`src/rtl/used_ring_retire.sv`:
```
module used_ring_retire #(
  parameter int AW = 16,
  parameter int QSIZE_LOG2 = 3,
  parameter int CNT_W = 16
) (
  input  logic             clk,
  input  logic             rst_n,
  input  logic             cmd_valid,
  input  logic [1:0]       cmd_op,
  input  logic [31:0]      cmd_id,
  input  logic [31:0]      cmd_len,
  output logic             cmd_ready,
  input  logic [AW-1:0]    ring_base,
  input  logic             avail_no_intr,
  input  logic             notify_on_empty,
  input  logic [15:0]      avail_idx,
  input  logic [15:0]      next_avail,
  input  logic             isr_rd,
  output logic [7:0]       isr_q,
  output logic             irq,
  output logic [CNT_W-1:0] raised_cnt,
  output logic [CNT_W-1:0] skipped_cnt,
  output logic             mem_req,
  output logic             mem_we,
  output logic [AW-1:0]    mem_addr,
  output logic [3:0]       mem_be,
  output logic [31:0]      mem_wdata,
  input  logic [31:0]      mem_rdata,
  input  logic             mem_rvalid
);

  localparam logic [1:0] OP_PUT    = 2'd0;
  localparam logic [1:0] OP_SYNC   = 2'd1;
  localparam logic [1:0] OP_NTF_ON = 2'd2;
  localparam logic [7:0] CAUSE_Q   = 8'h01;

  typedef enum logic [2:0] {S_IDLE, S_ID, S_LEN, S_PUB, S_RD, S_WAIT, S_WB} st_t;

  st_t                   st;
  logic [1:0]            op_q;
  logic [31:0]           id_q, len_q, flg_q;
  logic [15:0]           used_q;
  logic [QSIZE_LOG2-1:0] slot;
  logic [AW-1:0]         elem;
  logic                  take, gate_open, fire, skip;

  assign take      = cmd_valid && (st == S_IDLE);
  assign gate_open = !avail_no_intr || (notify_on_empty && (avail_idx == next_avail));
  assign fire      = (st == S_PUB) && gate_open;
  assign skip      = (st == S_PUB) && !gate_open;
  assign slot      = used_q[QSIZE_LOG2-1:0];
  assign elem      = ring_base + AW'(4) + AW'({slot, 3'b000});
  assign cmd_ready = (st == S_IDLE);

  always_ff @(posedge clk) begin
    if (!rst_n) begin
      st     <= S_IDLE;
      op_q   <= OP_PUT;
      id_q   <= '0;
      len_q  <= '0;
      flg_q  <= '0;
      used_q <= '0;
    end else begin
      case (st)
        S_IDLE: if (take) begin
          op_q  <= cmd_op;
          id_q  <= cmd_id;
          len_q <= cmd_len;
          case (cmd_op)
            OP_PUT:  st <= S_ID;
            OP_SYNC: st <= S_PUB;
            default: st <= S_RD;
          endcase
        end
        S_ID:  st <= S_LEN;
        S_LEN: begin
          used_q <= used_q + 16'd1;
          st     <= S_IDLE;
        end
        S_PUB: st <= S_IDLE;
        S_RD:  st <= S_WAIT;
        S_WAIT: if (mem_rvalid) begin
          flg_q <= (op_q == OP_NTF_ON) ? (mem_rdata & ~32'h1) : (mem_rdata | 32'h1);
          st    <= S_WB;
        end
        S_WB:  st <= S_IDLE;
        default: st <= S_IDLE;
      endcase
    end
  end

  always_ff @(posedge clk) begin
    if (!rst_n) begin
      isr_q       <= '0;
      irq         <= 1'b0;
      raised_cnt  <= '0;
      skipped_cnt <= '0;
    end else begin
      if (fire) begin
        isr_q      <= (isr_rd ? 8'h00 : isr_q) | CAUSE_Q;
        irq        <= 1'b1;
        raised_cnt <= raised_cnt + CNT_W'(1);
      end else if (isr_rd) begin
        isr_q <= '0;
        irq   <= 1'b0;
      end
      if (skip)
        skipped_cnt <= skipped_cnt + CNT_W'(1);
    end
  end

  always_comb begin
    mem_req   = 1'b1;
    mem_we    = 1'b1;
    mem_addr  = ring_base;
    mem_be    = 4'b0000;
    mem_wdata = 32'h0;
    case (st)
      S_ID:  begin mem_addr = elem;          mem_be = 4'b1111; mem_wdata = id_q;  end
      S_LEN: begin mem_addr = elem + AW'(4); mem_be = 4'b1111; mem_wdata = len_q; end
      S_PUB: begin mem_be = 4'b1100; mem_wdata = {used_q, 16'h0000}; end
      S_RD:  begin mem_we = 1'b0; mem_be = 4'b0011; end
      S_WB:  begin mem_be = 4'b0011; mem_wdata = flg_q; end
      default: begin mem_req = 1'b0; mem_we = 1'b0; end
    endcase
  end

endmodule

```
`config.mk`:
```
export PLATFORM = sky130hd
export DESIGN_NAME = used_ring_retire
export DESIGN_NICKNAME = d
export VERILOG_FILES = /design/src/rtl/used_ring_retire.sv
export SDC_FILE = /design/constraint.sdc
export NUM_CORES = 1
export LEC_CHECK = 0
export ABC_AREA = 1
export CAP_MARGIN = 20
export CORE_ASPECT_RATIO = 1.4
export CORE_MARGIN = 3
export CORE_UTILIZATION = 43
export CTS_BUF_LIST = sky130_fd_sc_hd__clkbuf_16
export CTS_CLUSTER_SIZE = 40
export DETAILED_ROUTE_END_ITERATION = 6
export GPL_TIMING_DRIVEN = 0
export PLACE_DENSITY = 0.78
export REMOVE_ABC_BUFFERS = 1
export SLEW_MARGIN = 20
export SYNTH_ARGS = -nofsm -noshare
export SYNTH_HDL_FRONTEND = slang
export SYNTH_SLANG_ARGS = --single-unit
```
`constraint.sdc`:
```
create_clock -name clk -period 2.5 [get_ports clk]
set_input_delay 0.5 -clock clk [delete_from_list [all_inputs] [get_ports clk]]
set_output_delay 0.5 -clock clk [all_outputs]
set_load 0.03 [all_outputs]
```
# [Yosys cells after proc, flatten, opt, wreduce, memory -nomap -nowiden]
# Cells that the tools add are included.
[word_totals] regBits=158 inputBits=153 wordCells=59
[op_classes] addsub=6 n_eq_ne=11 muxes=14 n_reduce_logical=17
[op_table] op="32-bit case mux with 4 select lines" n=1
[op_table] op="16-bit by 1-bit adder with 16-bit output, second input constant" n=3
[op_table] op="16-bit by 3-bit adder with 16-bit output, second input constant" n=2
[op_table] op="16-bit case mux with 2 select lines" n=1
[op_table] op="16-bit by 6-bit adder with 16-bit output" n=1
[op_table] op="16-bit equality test" n=1
[op_table] op="3-bit case mux with 4 select lines" n=1
[op_table] op="4-bit case mux with 3 select lines" n=1
[op_table] op="3-bit equality test, second input constant" n=3
[op_table] op="8-bit two-way mux" n=1
[op_table] op="3-bit by 2-bit equality test with 1-bit output, second input constant" n=2
[op_table] op="1-bit two-way mux" n=6
[op_table] op="3-bit two-way mux" n=2
[op_table] op="3-bit case mux with 2 select lines" n=1
[op_table] op="2-bit AND reduction" n=3
[op_table] op="5-bit OR reduction" n=1
[op_table] op="1-bit logical AND" n=4
[op_table] op="2-bit OR reduction" n=2
[op_table] op="4-bit OR reduction" n=1
[op_table] op="3-bit by 1-bit equality test with 1-bit output, second input constant" n=1
[op_table] op="3-bit logical NOT" n=1
[op_table] op="2-bit by 1-bit equality test with 1-bit output, second input constant" n=1
[op_table] op="2-bit equality test, second input constant" n=1
[op_table] op="1-bit logical NOT" n=2
[op_table] op="5 further kinds" n=5

# [Logic depth before layout (Yosys ltp)]
# Gate-level depths: netlist of run 1.
[depth] word_depth=5 ltp_mapped=16

# [Least setup slack after synthesis of run 1]
# No wires, ideal clock.
[synth_timing] path_kind="input-to-output" from="input port ring_base[2]" to="output port mem_addr[4]" t_arrival_ns=2.513 slack_ns=-0.513 stages=7 n_path_buf=0 path_cell_list="inv_1 fa_1 inv_1 nand2_1 nand2_1 nor2_1 o311ai_0"
[synth_between] elab_chain_cells=4
[synth_rtl] element="start, declared" line="13" rtl="input logic [AW-1:0] ring_base,"
[synth_rtl] element="16-bit by 3-bit adder with 16-bit output (*)" line="52" rtl="assign elem = ring_base + AW'(4) + AW'({slot, 3'b000});"
[synth_rtl] element="16-bit by 6-bit adder with 16-bit output (*)" line="52"
[synth_rtl] element="16-bit by 3-bit adder with 16-bit output" line="120" rtl="S_LEN: begin mem_addr = elem + AW'(4); mem_be = 4'b1111; mem_wdata = len_q; end"
[synth_rtl] element="16-bit case mux with 2 select lines (*)" line="118" rtl="case (st)"
[synth_rtl] element="end, declared" line="25" rtl="output logic [AW-1:0] mem_addr,"
# Every way passes the cells marked *; elsewhere a longest branch is shown, timed or not.

# [Worst setup path after layout of run 1]
[layout_timing] from="input port ring_base[2]" to="output port mem_addr[9]"
# The elaborated chain is that of the path after synthesis.

==> run metrics, run 1 <==
status finished with violations; failing checks negative setup slack; iteration-0 DRC count of the detailed router roughly 480; drt first pass iters 6; min-delay src flg_q[23]$_SDFFE_PN0P_; fin. max-slew vios 0; largest net degree at the start of global routing 66; Via density around 5.3; Seq/Total Area, Yosys around 37%; vias in the first global route about 8,500; Required @ worst endpoint approximately 2.0 ns; VDD IR max roughly 370 uV; Yosys Warn Count 0; layout cell share with drive strength beyond 1 between 10% and 20%; area grow syn2layout 45.0%; final setup fails 12; syn avg cell area approximately 7 um^2; hold depth 2; crit-path cells buf_2, inv_2, fa_2, or2_4, nor2_4, nand3_4, nor2_4, nand3_4, buf_4, a21oi_1, o21ai_1, o211ai_1, buf_4; FF+latch count, synth 150; R2R depth 7; Hold Path Class flop to flop; CTS tree done; crit path DAT 2.58 ns; Power Density 622 nW/um^2; Leakage ~4.4 nW; Clock Path Buffers 2; clock sink count 150; ys async rst share 0%; final worst-path setup slack -0.582 ns; Mapped Cells 1,173; r2r setup slk roughly 0.40 ns; Netlist cell types 43; max_slew headroom 49.0%; Tmin final 3.08 ns; Post-Route Skew around 0.017 ns; Vias between 8,000 and 9,000; Max Fanout on Critical Path 6; post-detailed-routing wire length 27,000 um; Final Hold Violating Endpoints 0; Mapped Area 8050 um^2; starting density of the core approximately 44%; worst-skew pair later-pin latency approximately 0.42 ns; type of origin of the critical path input port; die footprint a little over 20,000 um^2; main flop type after synthesis dfxtp_1; kind of critical path input port to output port; actual slew at the worst max-slew pin about 0.77 ns; Final ANT Viol Nets 0; EDFF count, synth 0; maximum clock rate about 320 MHz; CP max-delay cell fa_2; unrepaired setup endpoints after global routing yes; DIE WIDTH between 100 and 150 um; initial antenna violation count 0; core area between 15,000 and 20,000 um^2; # IOs 249; grt total ovfl 0; CP endpoint kind output port; reg2reg start st[1]$_SDFFE_PN0P_; Wirelength per Cell approximately 16 um; Tot Pwr ~7.3 mW; # rows between 50 and 60; Vert. Die Dim between 150 and 200 um; dpl cell area roughly 11,000 um^2; # DRC 0; max cap viols 0; port bufs approximately 240; cts bufs inserted 17; critical path's largest stage delay about 0.46 ns; gpl congestion 0.976; Final Cycle Share 123%; Nets between 1,500 and 2,000; finished layout cell area around 12,000 um^2; root buffer cell clkbuf_16; clk slew on worst S/H paths ~0.060 ns; hpwl dp roughly 18,000 um; H-tree Lvls 4; Worst Setup SP ring_base[2]; fill cell count between 1,500 and 2,000; Total GRT Usage roughly a quarter; global-route wire length before repair 41,900 um
through the flow:
step           hold WS, ns  TNS [ns]  setup WS [ns]  util [%]  std cells
3_3_place_gp         0.439   -375.12          -2.98      57.4       1585
3_5_place_dp         0.446    -54.07          -1.75      58.0       1589
6_report             0.452     -5.19         -0.582      64.3       1658
4_1_cts              0.455     -4.41         -0.637      63.6       1650
5_1_grt              0.469     -6.50         -0.700      64.3       1657
2_1_floorplan        0.429     -3.78         -0.513         -       1109
per-layer routing:
layer | vias to the layer above | wire length, um | GRT usage [%]
met5 | - | 0 | 0
met4 | 0 | 754 | 8.14
met2 | 325 | 14300 | 47.3
met3 | 59 | 1840 | 6.08
met1 | 4090 | 10200 | 28.0
li1 | 4378 | - | -
logic make-up (layout without fill, tap and decap cells):
group	count (synthesis)	after routing	synth area share (%)
AND/OR/NAND/NOR	477	479	26.3
AO/OA/AOI/OAI	288	288	20.5
buffers and inverters	213	449	10.6
flip-flops	150	150	37.3
XOR/XNOR	36	36	3.92
adder cells (fa/ha/maj)	8	8	1.34
other	1	8	0.0466
Yosys cell counts, types with 13 or more instances:
cell type    n  share of area [%]
xor2_1      21                2.3
nand2_1    250                 12
a21oi_1    148                9.2
clkbuf_1    45                2.1
nor3_1      14               0.87
a221o_1     15                1.9
xnor2_1     15                1.6
o21ai_0     71                4.4
dfxtp_1    150                 37
o221ai_1    18                2.0
nand3_1    111                6.9
nor2_1      53                2.5
nand4_1     13                1.0
inv_2       13               0.61
o22ai_1     19                1.5
inv_1      130                6.1
final cells by class:
class	instances	area (um^2)	area share, %
diodes	1	2.50	0.0214
clock buffers	17	425	3.64
clock inverters	15	168	1.44
inverters	143	587	5.03
multi-input cells	818	4570	39.2
flip-flops and latches	150	3020	25.9
well taps	240	300	2.57
repair buffers	273	2590	22.2
repair inverters	1	8.76	0.0750
what timing repair did:
action                                  4_1_cts  5_1_grt
hold buffers                                  0        0
hold endpoints to repair                      0        0
cloned                                        3        0
endpoints found under the setup margin       52       42
pin swaps                                    32       14
gates resized for setup                     269       83
setup buffers                                26        7
registers in the layout (all words and copies together) (netlist names):
name,cells
flg_q,32
id_q,32
isr_q,1
len_q,32
op_q,2
raised_cnt,16
skipped_cnt,16
st,3
used_q,16
placed cells by master, fill, tap and decap left out, types with 5 or more instances in the layout:
| cell type | synthesis | routed |
|---|---|---|
| nor2_1 | 53 | 47 |
| dfxtp_1 | 150 | 144 |
| xnor2_1 | 15 | 15 |
| buf_2 | 7 | 16 |
| a21oi_1 | 148 | 148 |
| nor2_4 | 3 | 13 |
| clkbuf_16 | 0 | 17 |
| nand2_1 | 250 | 234 |
| clkdlybuf4s50_1 | 0 | 179 |
| nand2_4 | 0 | 7 |
| nand3_1 | 111 | 103 |
| nand2_2 | 8 | 16 |
| clkbuf_2 | 0 | 19 |
| xor2_1 | 21 | 21 |
| nand4_1 | 13 | 13 |
| o21ai_0 | 71 | 68 |
| buf_6 | 0 | 12 |
| o221ai_1 | 18 | 16 |
| buf_4 | 12 | 31 |
| clkinvlp_4 | 0 | 5 |
| o22ai_1 | 19 | 18 |
| nor3_1 | 14 | 14 |
| o211ai_1 | 5 | 5 |
| o21ai_1 | 3 | 6 |
| nand3_2 | 6 | 8 |
| nand3_4 | 0 | 7 |
| conb_1 | 1 | 7 |
| inv_2 | 13 | 11 |
| a221o_1 | 15 | 15 |
| inv_8 | 0 | 5 |
| inv_6 | 0 | 8 |
| inv_1 | 130 | 123 |
path summary, 6_finish.rpt:
check / endpoint
min: flg_q[23]$_SDFFE_PN0P_
max: mem_addr[9]
max reg2reg: len_q[5]$_SDFFE_PN0P_
min reg2reg: flg_q[23]$_SDFFE_PN0P_
report_power, final:
part	switching [mW]	internal, mW	leakage, nW
registers	0.0840	2.56	1.22
logic	1.24	0.789	2.91
clock network	1.09	1.49	0.278
critical path, delay by kind of cell:
| kind | cells | cell delay [ns] |
|---|---|---|
| simple gates | 5 | 0.72 |
| buf+inv | 4 | 0.62 |
| fa+ha+maj | 1 | 0.46 |
| compound gates | 3 | 0.29 |
Power figures use the tool's default switching activity.
==> run 2: changes to the inputs <==
- CORE_UTILIZATION: 43 -> 44
- DONT_BUFFER_PORTS: unset -> 1
- PLACE_DENSITY: 0.78 -> unset
- clock period: 2.5 -> 3.3 ns (I/O delays scaled with it)
==> run 2 against run 1 <==
Against the previous run:
- the run now ends clean
- non-clock buffer count shrank 258
- largest power group unchanged
- via count shrank 14%
- hold slack lost 0.073 ns
- wire length shrank 12%
==> run metrics, run 2 (synthesis gave the netlist of run 1 again) <==
fin. max-slew vios 0; Max Fanout on Critical Path 4; Clock Path Buffers 2; clock sink count 150; Power Density 555 nW/um^2; CP endpoint kind output port; vias in the first global route ~7,500; # IOs approximately 250; RR Endpoint id_q[1]$_SDFFE_PN0P_; H-tree Lvls 4; Final ANT Viol Nets 0; reg2reg start st[1]$_SDFFE_PN0P_; iteration-0 DRC count of the detailed router 440; setup TNS 0 ns; post-detailed-routing wire length between 20,000 and 25,000 um; unrepaired setup endpoints after global routing yes; CP Buf/Inv Count 1; hold buffer count at cts 0; area grow syn2layout 12.2%; most common cell after layout, fill and taps aside nand2_1; largest net degree at the start of global routing between 70 and 80; commonest cells after routing, fill and taps aside nand2_1, a21oi_1, dfxtp_1; Vert. Die Dim roughly 170 um; crit-path cells inv_4, fa_2, or2_4, nor2_2, nand3_2, nor2_4, nand3_4, nor2_4, nand2_2, nor2_1, o21bai_4; Total GRT Usage about a quarter; Wirelength per Cell ~17 um; Post-Route Skew ~0.016 ns; port bufs 0; Vias between 7,000 and 8,000; Levels on crit path 11; Tmin final 3.24 ns; Final Cycle Share a little over nine tenths; drt first pass iters 6; crit path DAT between 2 and 3 ns; Final Hold Violating Endpoints 0; actual slew at the worst max-slew pin between 1 and 1.5 ns; worst-skew pair later-pin latency 0.43 ns; most used cell, CP nor2_4; initial antenna violation count 0; final core utilization around half; maximum clock rate 309 MHz; root buffer cell clkbuf_16; max cap viols 0; type of origin of the critical path flop; Leakage around 3.3 nW; gpl congestion 0.844; clk slew on worst S/H paths around 0.07 ns; status finished, final reports clean; CTS tree done; DIE WIDTH around 120 um; # rows 57; Top Registers flg_q (32), id_q (32), len_q (32); finished layout cell area about 9000 um^2; layout cell share with drive strength beyond 1 about a tenth; Hold Path Class input port to flop; Nets 1,306; Worst Setup SP used_q[0]$_SDFFE_PN0P_; Ant. Diodes 0; starting density of the core a little under half; critical path endpoint mem_addr[13]; CP max-delay cell fa_2; Required @ worst endpoint between 2 and 3 ns; core area 17,700 um^2; r2r setup slk 0.86 ns; # DRC 0; global-route wire length before repair roughly 38,000 um; Fin Hold WS 0.379 ns; critical path's largest stage delay 0.45 ns; dpl cell area 8140 um^2; kind of critical path flop to output port; die footprint 20,000 um^2; cts bufs inserted 17; grt total ovfl 0; Top Family by Delay on Critical Path simple AND/OR/NAND/NOR gates; VDD IR max roughly 300 uV; max_slew headroom ~28%; final setup fails 0; Via density 5.48; R2R depth 7; hpwl dp about 16,000 um
## run 2: cell count changes in the layout (fill, tap and decap cells not counted), sizes merged, moves of 2 or more
cell           previous run  this run
clkdlybuf4s50           179         0
buf                      66        15
clkbuf                   36        17
clkdlybuf4s15             3         0
clkinvlp                  5         2
dlygate4sd2               3         0
dlymetal6s2s              2         0
## run 2: per-stage QoR
step                      power (mW)  worst slack, ns  instances
after global routing            5.27          -0.0470       1394
after CTS                       5.04          -0.0495       1388
after floorplan                 2.76          -0.0325       1109
after global placement          2.95           -0.949       1345
after detailed placement        2.99           -0.264       1348
final                           5.02           0.0639       1394
## run 2: report_power, final
group	internal, mW	switching, mW	total, mW
combinational	0.262	0.761	1.02
clock	1.15	0.849	1.99
sequential	1.94	0.0617	2.00
total	3.35	1.67	5.02
## run 2: area by class of cell
type	instances	area (um^2)
fill	1846	8650
multi-input combinational	818	4410
sequential	150	3010
inverter	143	552
clock buffer	17	425
tap	236	295
clock inverter	15	181
timing repair buffer	15	165
## run 2: worst min path at each step
stage / slack [ns] / end / start / depth (start not counted)
final: 0.38 / used_q[10]$_SDFFE_PN0P_ / rst_n / 2
after global routing: 0.36 / used_q[10]$_SDFFE_PN0P_ / rst_n / 2
after CTS: 0.34 / used_q[10]$_SDFFE_PN0P_ / rst_n / 2
after detailed placement: 0.44 / id_q[8]$_SDFFE_PN0P_ / id_q[8]$_SDFFE_PN0P_ / 2
after global placement: 0.44 / id_q[6]$_SDFFE_PN0P_ / id_q[6]$_SDFFE_PN0P_ / 2
after floorplan: 0.43 / id_q[0]$_SDFFE_PN0P_ / id_q[0]$_SDFFE_PN0P_ / 2
## run 2: worst reg2reg max path: stages (launching register included)
cell	delay (ns)
dfxtp_2	0.41
nor2_1	0.26
nand2_1	0.14
inv_2	0.58
nand2_4	0.35
buf_16	0.32
o21ai_0	0.22
a21oi_1	0.06
## run 2: per-layer routing
layer | vias to the layer above | part of all wire, % | global-route usage (%)
li1 | 3860 | - | -
met1 | 3551 | 39 | 25.4
met2 | 207 | 52 | 43.3
met3 | 28 | 6.8 | 7.02
met4 | 0 | 1.8 | 6.85
met5 | - | 0 | 0
## run 2: what timing repair did
item                                    4_1_cts  5_1_grt
hold endpoints to repair                      0        0
gates resized for setup                      27       23
setup buffers                                 7        5
pin swaps                                    12       13
cloned                                        1        1
endpoints found under the setup margin       47       17
